--- src/rtl/trl_pkg.sv ---
package trl_pkg;

  // Strobes from the control FSM to the datapath
  typedef struct packed {
    logic clear;   // restart: zero history, integrator, phase
    logic step;    // process the current symbol
    logic track;   // use tracking gains
  } loop_ctrl_t;

  // Ternary decision decode: 01 -> +1, 11 -> -1, else 0
  function automatic logic signed [1:0] decodeSym(input logic [1:0] code);
    case (code)
      2'b01:   return 2'sb01;
      2'b11:   return 2'sb11;
      default: return 2'sb00;
    endcase
  endfunction

endpackage

--- src/rtl/trl_datapath.sv ---
module trl_datapath
  import trl_pkg::*;
#(
  parameter int SAMPLE_W = 12,
  parameter int ACC_W    = 16,
  parameter int KP_ACQ   = 2,
  parameter int KI_ACQ   = 6,
  parameter int KP_TRK   = 4,
  parameter int KI_TRK   = 9
) (
  input  logic                       clk,
  input  logic                       rstN,
  input  loop_ctrl_t                 ctrl,
  input  logic signed [SAMPLE_W-1:0] sampleIn,
  input  logic [1:0]                 decision,
  output logic [ACC_W-1:0]           fracPhase,
  output logic [1:0]                 advance,
  output logic [ACC_W:0]             filtMag
);

  localparam int ERR_W  = SAMPLE_W + 2;
  localparam int CTRL_W = ACC_W + 1;
  localparam int SUM_W  = ACC_W + 2;
  localparam int SH_W   = 5;
  localparam logic signed [CTRL_W-1:0] LIM_POS = CTRL_W'((2 ** (ACC_W - 2)) - 1);
  localparam logic signed [CTRL_W-1:0] LIM_NEG = -LIM_POS;

  logic signed [SAMPLE_W-1:0] yPrev;
  logic signed [1:0]          dPrev;
  logic signed [ACC_W-1:0]    integ;
  logic [ACC_W-1:0]           phase;
  logic [1:0]                 adv;

  logic signed [1:0]        dCur;
  logic signed [ERR_W-1:0]  errCur;
  logic signed [CTRL_W-1:0] errExt, propTerm, integStep, integSum, integNext, ctrlOut;
  logic signed [SUM_W-1:0]  phaseSum;
  logic [SH_W-1:0]          kpSh, kiSh;

  function automatic logic signed [ERR_W-1:0] scaleByDec(
    input logic signed [SAMPLE_W-1:0] y, input logic signed [1:0] d);
    logic signed [ERR_W-1:0] yExt;
    yExt = ERR_W'(y);
    case (d)
      2'sb01:  return yExt;
      2'sb11:  return -yExt;
      default: return '0;
    endcase
  endfunction

  // Mueller-Muller style detector
  always_comb begin
    dCur   = decodeSym(decision);
    errCur = scaleByDec(sampleIn, dPrev) - scaleByDec(yPrev, dCur);
    errExt = CTRL_W'(errCur);
  end

  // Gain selection by mode
  always_comb begin
    kpSh = ctrl.track ? SH_W'(KP_TRK) : SH_W'(KP_ACQ);
    kiSh = ctrl.track ? SH_W'(KI_TRK) : SH_W'(KI_ACQ);
  end

  // Proportional-integral filter with saturating integrator
  always_comb begin
    propTerm  = errExt >>> kpSh;
    integStep = errExt >>> kiSh;
    integSum  = CTRL_W'(integ) + integStep;
    if (integSum > LIM_POS)      integNext = LIM_POS;
    else if (integSum < LIM_NEG) integNext = LIM_NEG;
    else                         integNext = integSum;
    ctrlOut = propTerm + integNext;
    filtMag = ctrlOut[CTRL_W-1] ? unsigned'(-ctrlOut) : unsigned'(ctrlOut);
  end

  // Phase accumulator with wrap detection
  always_comb begin
    phaseSum = $signed({2'b00, phase}) + SUM_W'(ctrlOut);
  end

  always_ff @(posedge clk) begin
    if (!rstN || ctrl.clear) begin
      yPrev <= '0;
      dPrev <= '0;
      integ <= '0;
      phase <= '0;
      adv   <= 2'd1;
    end else if (ctrl.step) begin
      yPrev <= sampleIn;
      dPrev <= dCur;
      integ <= ACC_W'(integNext);
      phase <= phaseSum[ACC_W-1:0];
      if (phaseSum[SUM_W-1])   adv <= 2'd0;
      else if (phaseSum[ACC_W]) adv <= 2'd2;
      else                     adv <= 2'd1;
    end
  end

  assign fracPhase = phase;
  assign advance   = adv;

endmodule

--- src/rtl/trl_control.sv ---
module trl_control
  import trl_pkg::*;
#(
  parameter int ACC_W    = 16,
  parameter int ACQ_W    = 16,
  parameter int LOCK_LEN = 64
) (
  input  logic             clk,
  input  logic             rstN,
  input  logic             start,
  input  logic             symValid,
  input  logic [ACQ_W-1:0] acqSymbols,
  input  logic [ACC_W-1:0] lockThresh,
  input  logic [ACC_W:0]   filtMag,
  output loop_ctrl_t       ctrl,
  output logic             locked,
  output logic             tracking
);

  localparam int LCNT_W = $clog2(LOCK_LEN + 1);
  localparam logic [LCNT_W-1:0] LOCK_MAX = LCNT_W'(LOCK_LEN);

  logic              running;
  logic              trackQ;
  logic [ACQ_W-1:0]  acqCnt;
  logic [LCNT_W-1:0] lockCnt;
  logic              stepNow;
  logic [ACQ_W:0]    acqNext;

  assign stepNow = running && symValid && !start;
  assign acqNext = {1'b0, acqCnt} + 1'b1;

  always_ff @(posedge clk) begin
    if (!rstN) begin
      running <= 1'b0;
      trackQ  <= 1'b0;
      acqCnt  <= '0;
      lockCnt <= '0;
    end else if (start) begin
      running <= 1'b1;
      trackQ  <= (acqSymbols == '0);
      acqCnt  <= '0;
      lockCnt <= '0;
    end else if (stepNow) begin
      if (!trackQ) begin
        acqCnt <= acqNext[ACQ_W-1:0];
        if (acqNext >= {1'b0, acqSymbols}) trackQ <= 1'b1;
      end
      if (filtMag < {1'b0, lockThresh}) begin
        if (lockCnt != LOCK_MAX) lockCnt <= lockCnt + 1'b1;
      end else begin
        lockCnt <= '0;
      end
    end
  end

  always_comb begin
    ctrl.clear = start;
    ctrl.step  = stepNow;
    ctrl.track = trackQ;
  end

  assign locked   = (lockCnt == LOCK_MAX);
  assign tracking = trackQ;

endmodule

--- src/rtl/timing_recovery_loop.sv ---
module timing_recovery_loop
  import trl_pkg::*;
#(
  parameter int SAMPLE_W = 12,
  parameter int ACC_W    = 16,
  parameter int ACQ_W    = 16,
  parameter int LOCK_LEN = 64,
  parameter int KP_ACQ   = 2,
  parameter int KI_ACQ   = 6,
  parameter int KP_TRK   = 4,
  parameter int KI_TRK   = 9
) (
  input  logic                       clk,
  input  logic                       rstN,
  input  logic                       start,
  input  logic                       symValid,
  input  logic signed [SAMPLE_W-1:0] sampleIn,
  input  logic [1:0]                 decision,
  input  logic [ACQ_W-1:0]           acqSymbols,
  input  logic [ACC_W-1:0]           lockThresh,
  output logic [ACC_W-1:0]           fracPhase,
  output logic [1:0]                 advance,
  output logic                       locked,
  output logic                       tracking
);

  loop_ctrl_t     loopCtrl;
  logic [ACC_W:0] filtMag;

  trl_control #(
    .ACC_W(ACC_W), .ACQ_W(ACQ_W), .LOCK_LEN(LOCK_LEN)
  ) i_control (
    .clk(clk), .rstN(rstN), .start(start), .symValid(symValid),
    .acqSymbols(acqSymbols), .lockThresh(lockThresh), .filtMag(filtMag),
    .ctrl(loopCtrl), .locked(locked), .tracking(tracking)
  );

  trl_datapath #(
    .SAMPLE_W(SAMPLE_W), .ACC_W(ACC_W),
    .KP_ACQ(KP_ACQ), .KI_ACQ(KI_ACQ), .KP_TRK(KP_TRK), .KI_TRK(KI_TRK)
  ) i_datapath (
    .clk(clk), .rstN(rstN), .ctrl(loopCtrl), .sampleIn(sampleIn),
    .decision(decision), .fracPhase(fracPhase), .advance(advance),
    .filtMag(filtMag)
  );

endmodule

--- config.mk ---
export PLATFORM = sky130hd
export DESIGN_NAME = timing_recovery_loop
export DESIGN_NICKNAME = d
export VERILOG_FILES = /design/src/rtl/trl_pkg.sv /design/src/rtl/trl_datapath.sv /design/src/rtl/trl_control.sv /design/src/rtl/timing_recovery_loop.sv
export SDC_FILE = /design/constraint.sdc
export NUM_CORES = 1
export LEC_CHECK = 0
export BUFFER_PORTS_ARGS = -buffer_cell sky130_fd_sc_hd__buf_2
export CORE_ASPECT_RATIO = 0.7
export CORE_MARGIN = 1
export CORE_UTILIZATION = 55
export DETAILED_ROUTE_END_ITERATION = 7
export PLACE_DENSITY = 0.74
export SLEW_MARGIN = 20
export SYNTH_ARGS = -nofsm -noshare
export SYNTH_HDL_FRONTEND = slang
export SYNTH_SLANG_ARGS = --single-unit
--- constraint.sdc ---
create_clock -name clk -period 13.6 [get_ports clk]
set_input_delay 2.04 -clock clk [delete_from_list [all_inputs] [get_ports clk]]
set_output_delay 2.04 -clock clk [all_outputs]
set_load 0.1 [all_outputs]
---- Yosys cells after proc, flatten, opt, wreduce, memory -nomap -nowiden ----
Index checks and enable logic that the tools add are counted.
operators by class
  shift operators ......................... 2
  add/sub/neg operators ................... 9
  bitwise operators ....................... 2
  multiplexer cells ....................... 16
  reduce and logical (&&, ||, !) cells .... 10
  equality and inequality tests ........... 9
  div/mod/pow operators ................... 0
  multiply operators ...................... 0
  magnitude comparators ................... 4
operators with widths
  kind                     count
  $pmux W14 S2             2
  $mux W17                 3
  $neg A12 Y14             2
  $add A17 B17 Y18         1
  $add A16 B1 Y17 const B  1
  $add A16 B17 Y17         1
  $add A17 B17 Y17         1
  $ge A17 B16 Y1           1
  $gt A17 B15 Y1 const B   1
  $lt A17 B15 Y1 const B   1
  $lt A17 B16 Y1           1
  $neg A17 Y17             1
  $sshr A14 B3 Y17         1
  $sshr A14 B4 Y17         1
  $logic_not A16 Y1        1
  $mux W7                  2
  $sub A14 B14 Y14         1
  $add A7 B1 Y7 const B    1
  $eq A7 B7 Y1 const B     1
  $ne A7 B7 Y1 const B     1
  $eq A2 B1 Y1 const B     3
  $eq A2 B2 Y1 const B     3
  $mux W1                  4
  $mux W2                  2
  other kinds (11)         15
word-level totals
  bits in registers ....................... 73
  memory bits (read-only) ................. 0
  logic and storage cells ................. 61
  output and inout port bits .............. 20
  latch bits .............................. 0
  input bits .............................. 50
  memories kept ........................... 0
  memory bits (writable) .................. 0

---- Longest topological paths before layout ----
Gate-level depths: netlist of run 1.
  depth in word-level cells ............... 16
  depth in mapped cells ................... 55

---- Modules after synthesis ----
A second synthesis of run 1 with hierarchy kept.
second synthesis, totals
  cells, all modules ...................... 1,096
  area total of the unflattened synthesis .. 8,294.2 sq um
modules (own cells, without submodules)
  module        instances  cells each  area each (sq um)  sequential area each (sq um)
  trl_datapath  1          821         6,134.6            960.9
  trl_control   1          275         2,159.6            500.5

---- Worst setup path before layout of run 1 ----
OpenSTA, ideal clock, no wires.
  path kind ............................... input-to-reg
  start ................................... input port sampleIn[1]
  end ..................................... register i_control.lockCnt[1]
  path buffers ............................ 2
  stages .................................. 53
  arrival ................................. 11.856 ns
  setup time .............................. 0.088 ns
  slack ................................... 1.656 ns
  path through ............................ inv_1 ha_1 nand2_1 or2_2 o41ai_1 xnor2_1 and2_1 ha_1 and3_1 nand2_1 a21oi_1 o21ai_0 o21ai_1 xnor2_2 nand2_1 o21ai_0 ha_1 a2111o_1 (+17 left out) a21oi_1 a311o_1 a31oi_1 xnor2_4 xor2_1 buf_2 nand2_1 o21ai_1 ha_1 a21o_1 a21o_1 a211oi_1 o21ai_0 a221oi_1 o21ai_0 a21oi_1 o21ai_1 o31ai_1
between the ends
  word-level cells in the longest chain between the ends .. 14
  elaborated cells on any way between the ends .. 17
ends and longest elaborated chain
  element                             RTL line                    RTL
  start, declared                     timing_recovery_loop.sv:17  input logic signed [SAMPLE_W-1:0] sampleIn,
  $neg A12 Y14                        trl_datapath.sv:46          2'sb11: return -yExt;
  $pmux W14 S2 *                      trl_datapath.sv:44          case (d)
  $sub A14 B14 Y14 *                  trl_datapath.sv:54          errCur = scaleByDec(sampleIn, dPrev) - scaleByDec(yPrev, dCur);
  $sshr A14 B4 Y17 *                  trl_datapath.sv:67          integStep = errExt >>> kiSh;
  $add A16 B17 Y17 *                  trl_datapath.sv:68          integSum = CTRL_W'(integ) + integStep;
  $lt A17 B15 Y1                      trl_datapath.sv:70          else if (integSum < LIM_NEG) integNext = LIM_NEG;
  $mux W17                            trl_datapath.sv:70
  $mux W17 *                          trl_datapath.sv:69          if (integSum > LIM_POS) integNext = LIM_POS;
  via i_datapath.integNext[0]         trl_datapath.sv:36          logic signed [CTRL_W-1:0] errExt, propTerm, integStep, integSum, integNext, ctrlOut;
  $add A17 B17 Y17 *                  trl_datapath.sv:72          ctrlOut = propTerm + integNext;
  $neg A17 Y17                        trl_datapath.sv:73          filtMag = ctrlOut[CTRL_W-1] ? unsigned'(-ctrlOut) : unsigned'(ctrlOut);
  $mux W17 *                          trl_datapath.sv:73
  $lt A17 B16 Y1 *                    trl_control.sv:49           if (filtMag < {1'b0, lockThresh}) begin
  $ne A2 B2 Y1 (no source line)       n/a
  $reduce_and A2 Y1 (no source line)  n/a
  end signal, assigned                trl_control.sv:50           if (lockCnt != LOCK_MAX) lockCnt <= lockCnt + 1'b1;
  end, declared                       trl_control.sv:26           logic [LCNT_W-1:0] lockCnt;
Mark *: on every way through the listed nets, which the timed path passes. The rest lies on a longest branch.
A chain may end at the register's enable or synchronous reset.

---- Worst setup path after layout of run 1 ----
Ends and elaborated chain as after synthesis.

==> metrics.md, run 1 <==
| Metric | Value |
|---|---|
| Largest family of logic cells by synthesized area | simple AND/OR/NAND/NOR gates |
| Status | finished clean |
| DRC | 0 |
| Drt initial violations | 443 |
| Cells after DPL | 1,277 |
| Critical Path RT | 13.86 ns |
| Post-synth top flop | dfxtp_1 |
| Final Cell Area | 8600 sq um |
| CP max stage cell | ha_1 |
| Worst slew pin tran | 0.8337 ns |
| Non-Filler Instances | 1,293 |
| Cell row count | 35 |
| Yosys warns | 0 |
| Port bufs | 69 |
| Worst EP arrival | 12.80 ns |
| Minimum clock period | 12.54 ns |
| Tot GR Track Use | 27.83% |
| Fraction of layout cells with a size suffix above 1 | 10.29% |
| Die area | 14,640 sq um |
| DR pass1 iterations | 4 |
| Die Y | 101.5 um |
| ANT nets after route | 0 |
| Final setup TNS | 0 ns |
| Clock tree buffer depth | 2 |
| Dpl ws | 0.6726 ns |
| Most used cell along the critical path | ha_1 |
| Worst Path Max Fanout | 16 |
| Final worst slack | 1.061 ns |
| Area grow syn2layout | 10.50% |
| H-tree Lvls | 3 |
| Core box area | 13,490 sq um |
| Post-synth EDFFs | 0 |
| Max_cap viols | 0 |
| Synth Instances | 1,046 |
| Adder-cell share of the synthesized area | 16.88% |
| Final Core Density | 63.76% |
| Post-synthesis xor/xnor area fraction | 14.86% |
| Mapped cell area | 7782 sq um |
| Slew Viols, Final | 0 |
| Avg Cell Area, Syn | 7.440 sq um |
| # clock sinks | 73 |
| Number of vias per cell | 5.718 |
| DP Area | 8303 sq um |
| Setup crit end kind | register |
| Design Power | 2.444 mW |
| Critical path launch point type | input port |
| Post-synthesis register bit count | 73 |
| Synth unique cells | 68 |
| Post-CTS setup buffers | 0 |
| Register area share after synthesis | 18.78% |
| # IOs | 70 |
| VDD IR max | 0.1655 mV |
| Setup-failing EPs final | 0 |
| RSZ-0062 raised after global routing | false |
| Starting Density | 57.70% |
| Chip width | 144.2 um |
| Largest net degree at the start of global routing | 62 |
| Vias | 7,393 |
| Drt wl/cell | 15.25 um |
| Clock Latency Late Sink | 0.34 ns |
| Routed WL | 19,720 um |
| Worst-path clk slew | 0.06 ns |
| Diodes inserted | 0 |
| Async SR Flop Fraction | 0% |
| Setup Skew | 0.007077 ns |
| Max frequency | 79.75 MHz |
| Synth Area in Compound Gates | 20.45% |
| Slew margin rel. | 43.91% |
| CTS Buf Count | 9 |
| CP Class | in -> reg |
| HPWL Detailed | 15,550 um |
| Mux contribution to synthesized area | 0.4180% |
| Hold Worst Slack | 0.4678 ns |
| CP max stage delay | 0.54 ns |
| Synth Area in Simple Gates | 24.07% |
| Fin nets | 1,254 |
| Worst hold-check path type | reg -> reg |
| Crit share post-route | 92.20% |
| Power per cell area | 284.2 nW/um^2 |
| Root Buffer | clkbuf_16 |
| Hold Fails Final Rpt | 0 |
| Initial antenna violation count | 0 |
| Leak pwr | 3.871 nW |
| First-pass GRT wire length | 31,930 um |
| Vias in the first global route | 6,515 |
| Syn_nets | 1,197 |
| Gr ovfl total | 0 |
| GPL Wtd Cong | 0.9900 |
| CTS tree | built |
==> layout by cell type (no fill, tap or decap), types with 10 or more instances in the layout <==
cell type and n:
a211oi_1 10, a21o_1 23, a21oi_1 90, and2_1 16, and3_1 19, buf_2 69, dfxtp_1 73, ha_1 97
inv_1 64, nand2_1 132, nand2b_1 17, nand3_1 18, nand4_1 10, nor2_1 91, nor2b_1 14, nor3_1 32
nor4_1 10, o21a_1 16, o21ai_0 53, xnor2_1 70, xor2_1 52
==> worst paths after layout <==
path	from	end	slack (ns)	cells past startpoint
max	sampleIn[1]	i_control.lockCnt[1]	1.06	54
min	i_datapath.integ[0]	i_datapath.integ[0]	0.47	2
max reg2reg	i_datapath.yPrev[2]	i_control.lockCnt[1]	2.29	51
min reg2reg	i_datapath.integ[0]	i_datapath.integ[0]	0.47	2
==> logic make-up (layout without fill, tap and decap cells) <==
kind of cell / count (synthesis) / in the layout
mux: 3 / 3
simple gates: 391 / 391
compound gates: 256 / 256
fa+ha+maj: 103 / 103
buf+inv: 94 / 156
xor+xnor: 126 / 126
flops: 73 / 73
==> layout make-up <==
cell class	instances	area [sq um]
Fill cell	1247	4888
Timing Repair Buffer	76	397.9
Multi-Input combinational cell	879	5979
Clock buffer	10	239.0
Inverter	64	240.2
Sequential cell	73	1461
Tap cell	185	231.5
Clock inverter	6	50.05
==> power by group <==
part | leakage (nW) | switching (mW) | internal [mW] | total (mW)
combinational | 3.14 | 1.19 | 0.789 | 1.98
sequential | 0.590 | 0.00987 | 0.223 | 0.233
clock | 0.136 | 0.102 | 0.130 | 0.232
==> critical path, delay by kind of cell <==
family	cells	cell delay (ns)
buffers and inverters	5	0.52
adders and majority gates	7	2.20
xor gates and xnor gates	5	0.80
AOI/OAI and AO/OA	24	5.35
and+or+nand+nor	13	1.89
==> layer usage <==
metal  vias up  global-route usage (%)  wire, um
met5         -                       0         0
met1      3316                   40.69      9744
li1       3788                       -         -
met4         0                   6.397       216
met3        21                   5.674      1650
met2       268                   41.62      8107
==> synthesized netlist by cell type (23+ instances only) <==
library cell	number	share of area [%]
a21o_1	23	2.2
a21oi_1	91	5.9
clkbuf_1	28	1.4
dfxtp_1	73	19
ha_1	97	16
inv_1	64	3.1
nand2_1	133	6.4
nor2_1	91	4.4
nor3_1	32	2.1
o21ai_0	53	3.4
xnor2_1	70	7.9
xor2_1	52	5.9
==> state kept, by name (all words and copies together), names as in the netlist <==
signal	flops
i_control.lockCnt	7
i_control.running	1
i_datapath.advance	2
i_datapath.yPrev	12
i_datapath.fracPhase	16
i_control.acqCnt	16
i_control.tracking	1
i_datapath.integ	16
i_datapath.dPrev	2
==> what timing repair did <==
action                                  CTS  global route
hold buffers                              0             0
endpoints found under the setup margin    0             7
resized for setup                         0             2
Power figures use the tool's default switching activity.
==> run 2, diff against run 1 <==
--- a/config.mk
+++ b/config.mk
@@ -6,11 +6,11 @@
 export NUM_CORES = 1
 export LEC_CHECK = 0
 export BUFFER_PORTS_ARGS = -buffer_cell sky130_fd_sc_hd__buf_2
-export CORE_ASPECT_RATIO = 0.7
+export CORE_ASPECT_RATIO = 1.4
 export CORE_MARGIN = 1
-export CORE_UTILIZATION = 55
+export CORE_UTILIZATION = 60
 export DETAILED_ROUTE_END_ITERATION = 7
-export PLACE_DENSITY = 0.74
+export PLACE_DENSITY = 0.79
 export SLEW_MARGIN = 20
 export SYNTH_ARGS = -nofsm -noshare
 export SYNTH_HDL_FRONTEND = slang
==> run 2 against run 1 <==
  * The run now ends with design-rule violations left
  * Clock power grew 7%
  * Core utilization is 4.8 points higher
  * Cell count decreased by 2.8%
  * Setup slack better by 0.012 ns
  * Fmax is essentially flat
  * Non-clock buffer count shrank 1
  * Sequential power barely moved
  * Register-to-register slack improved by 0.06 ns
  * Wire length decreased by 1.8%
  * Sequential share of layout area grew 0.072 points
  * Critical path type unchanged
  * Largest cell class unchanged
==> metrics.md, run 2 (synthesis gave the netlist of run 1 again) <==
| Metric | Value |
|---|---|
| Status | finished, violations left |
| Failing checks | design-rule violations |
| Leak pwr | 3.878 nW |
| Port bufs | 69 |
| Dpl ws | 0.3947 ns |
| ANT nets after route | 0 |
| Clock Latency Late Sink | 0.35 ns |
| CTS Buf Count | 9 |
| Final setup TNS | 0 ns |
| Comb power frac | 80.1% |
| H-tree Lvls | 3 |
| CP max stage cell | ha_1 |
| Psw | 1.264 mW |
| Minimum clock period | 12.53 ns |
| Seq pwr share | 9.6% |
| Hold Fails Final Rpt | 0 |
| Die Y | 136.8 um |
| Max frequency | 79.83 MHz |
| Number of vias per cell | 5.967 |
| Worst-path clk slew | 0.06 ns |
| Drt initial violations | 433 |
| GPL Wtd Cong | 0.9470 |
| Max_cap viols | 0 |
| Worst hold-check path type | reg -> reg |
| Post-CTS setup buffers | 0 |
| Commonest cells after routing, fill and taps aside | 132 x nand2_1, 97 x ha_1, 91 x nor2_1, 90 x a21oi_1, 73 x dfxtp_1 |
| Cell Int Power | 1.156 mW |
| Root Buffer | clkbuf_16 |
| Design Power | 2.420 mW |
| Clock power frac | 10.3% |
| Crit share post-route | 92.11% |
| Slew Viols, Final | 0 |
| Final Cell Area | 8563 sq um |
| Fraction of layout cells with a size suffix above 1 | 10.21% |
| Min-Delay Path Depth | 2 |
| Routed WL | 19,360 um |
| Setup crit end kind | register |
| Fin nets | 1,253 |
| Hold Crit Start | i_datapath.integ[0] |
| Power per cell area | 282.6 nW/um^2 |
| Critical Path RT | 13.86 ns |
| Largest net degree at the start of global routing | 55 |
| Most used cell along the critical path | ha_1 |
| Drt wl/cell | 15.40 um |
| Vias in the first global route | 6,971 |
| HPWL Detailed | 15,040 um |
| Setup Skew | 0.009672 ns |
| Crit Reg-Reg Startpoint | i_datapath.yPrev[2] |
| Diodes inserted | 0 |
| # IOs | 70 |
| Vias | 7,501 |
| Post-CTS sizing | 0 |
| Critical path launch point type | input port |
| Worst path depth | 52 |
| Sw frac | 52.24% |
| Cells after DPL | 1,241 |
| Worst Path Max Fanout | 16 |
| Worst slew pin tran | 0.8490 ns |
| Setup-failing EPs final | 0 |
| Crit-path leading delay family | compound AO/OA/AOI/OAI gates |
| Most common cell after layout, fill and taps aside | nand2_1 |
| Final worst slack | 1.073 ns |
| Chip width | 98.26 um |
| # clock sinks | 73 |
| Slew margin rel. | 42.99% |
| Starting Density | 62.30% |
| Cell row count | 48 |
| RSZ-0062 raised after global routing | false |
| DR pass1 iterations | 7 |
| Worst EP arrival | 12.78 ns |
| DRC | 4 |
| Initial antenna violation count | 0 |
| Die area | 13,440 sq um |
| CP max stage delay | 0.55 ns |
| Crit path buf inv count | 4 |
| Gr ovfl total | 0 |
| Worst Reg-to-Reg Cells | 48 |
| CP startpoint | sampleIn[1] |
| Non-Filler Instances | 1,257 |
| Core box area | 12,490 sq um |
| Tot GR Track Use | 29.03% |
| VDD IR max | 0.1721 mV |
| Clock tree buffer depth | 2 |
| # hold bufs at CTS | 0 |
| Area grow syn2layout | 10.03% |
| CTS tree | built |
| CP Class | in -> reg |
| First-pass GRT wire length | 31,480 um |
| DP Area | 8252 sq um |
[run 2: cell count changes in the layout (fill, tap and decap cells not counted)]
cell / delta
clkinv_2: +2
buf_4: -1
bufinv_16: +1
clkinv_4: -1
clkinvlp_4: -1
inv_6: -1
[run 2: worst register-to-register path, delay by kind of cell (launching register included)]
family / cells / cell delay, ns
AOI/OAI and AO/OA: 23 / 5.20
adders and majority gates: 6 / 2.10
xor gates and xnor gates: 6 / 1.41
buffers and inverters: 1 / 0.06
and+or+nand+nor: 12 / 2.04
DFF: 1 / 0.36
[run 2: final cells by class]
cell class	instances	area, sq um
Multi-Input combinational cell	879	5979
Fill cell	1132	3929
Sequential cell	73	1461
Timing Repair Buffer	75	390.4
Inverter	64	240.2
Clock buffer	10	239.0
Tap cell	150	187.7
Clock inverter	6	65.06
[run 2: through the flow]
stage / util (%) / hold slack (ns)
floorplan: - / 0.4406
detailed placement: 66.06 / 0.4535
global route: 68.55 / 0.4887
CTS: 68.49 / 0.4618
global placement: 66.06 / 0.4499
finish: 68.55 / 0.4653
[run 2: final timing paths]
kind / to / slack, ns
setup / recovery: i_control.lockCnt[1] / 1.07
hold / removal: i_datapath.integ[0] / 0.47
setup reg to reg: i_control.lockCnt[1] / 2.35
hold reg to reg: i_datapath.integ[0] / 0.47
[run 2: per-layer routing]
metal	part of all wire, %	track usage (%)	vias up
li1	-	-	3779
met1	42	32.58	3480
met2	51	54.73	197
met3	3.9	3.677	45
met4	3.2	12.60	0
met5	0	0	-
[run 2: power groups by stage]
stage	combinational [mW]	clock [mW]	sequential [mW]
after floorplan	1.48	0	0.279
after detailed placement	1.92	0	0.238
after CTS	1.93	0.253	0.233
after global placement	1.89	0	0.238
after global routing	2.16	0.260	0.234
final	1.94	0.248	0.233
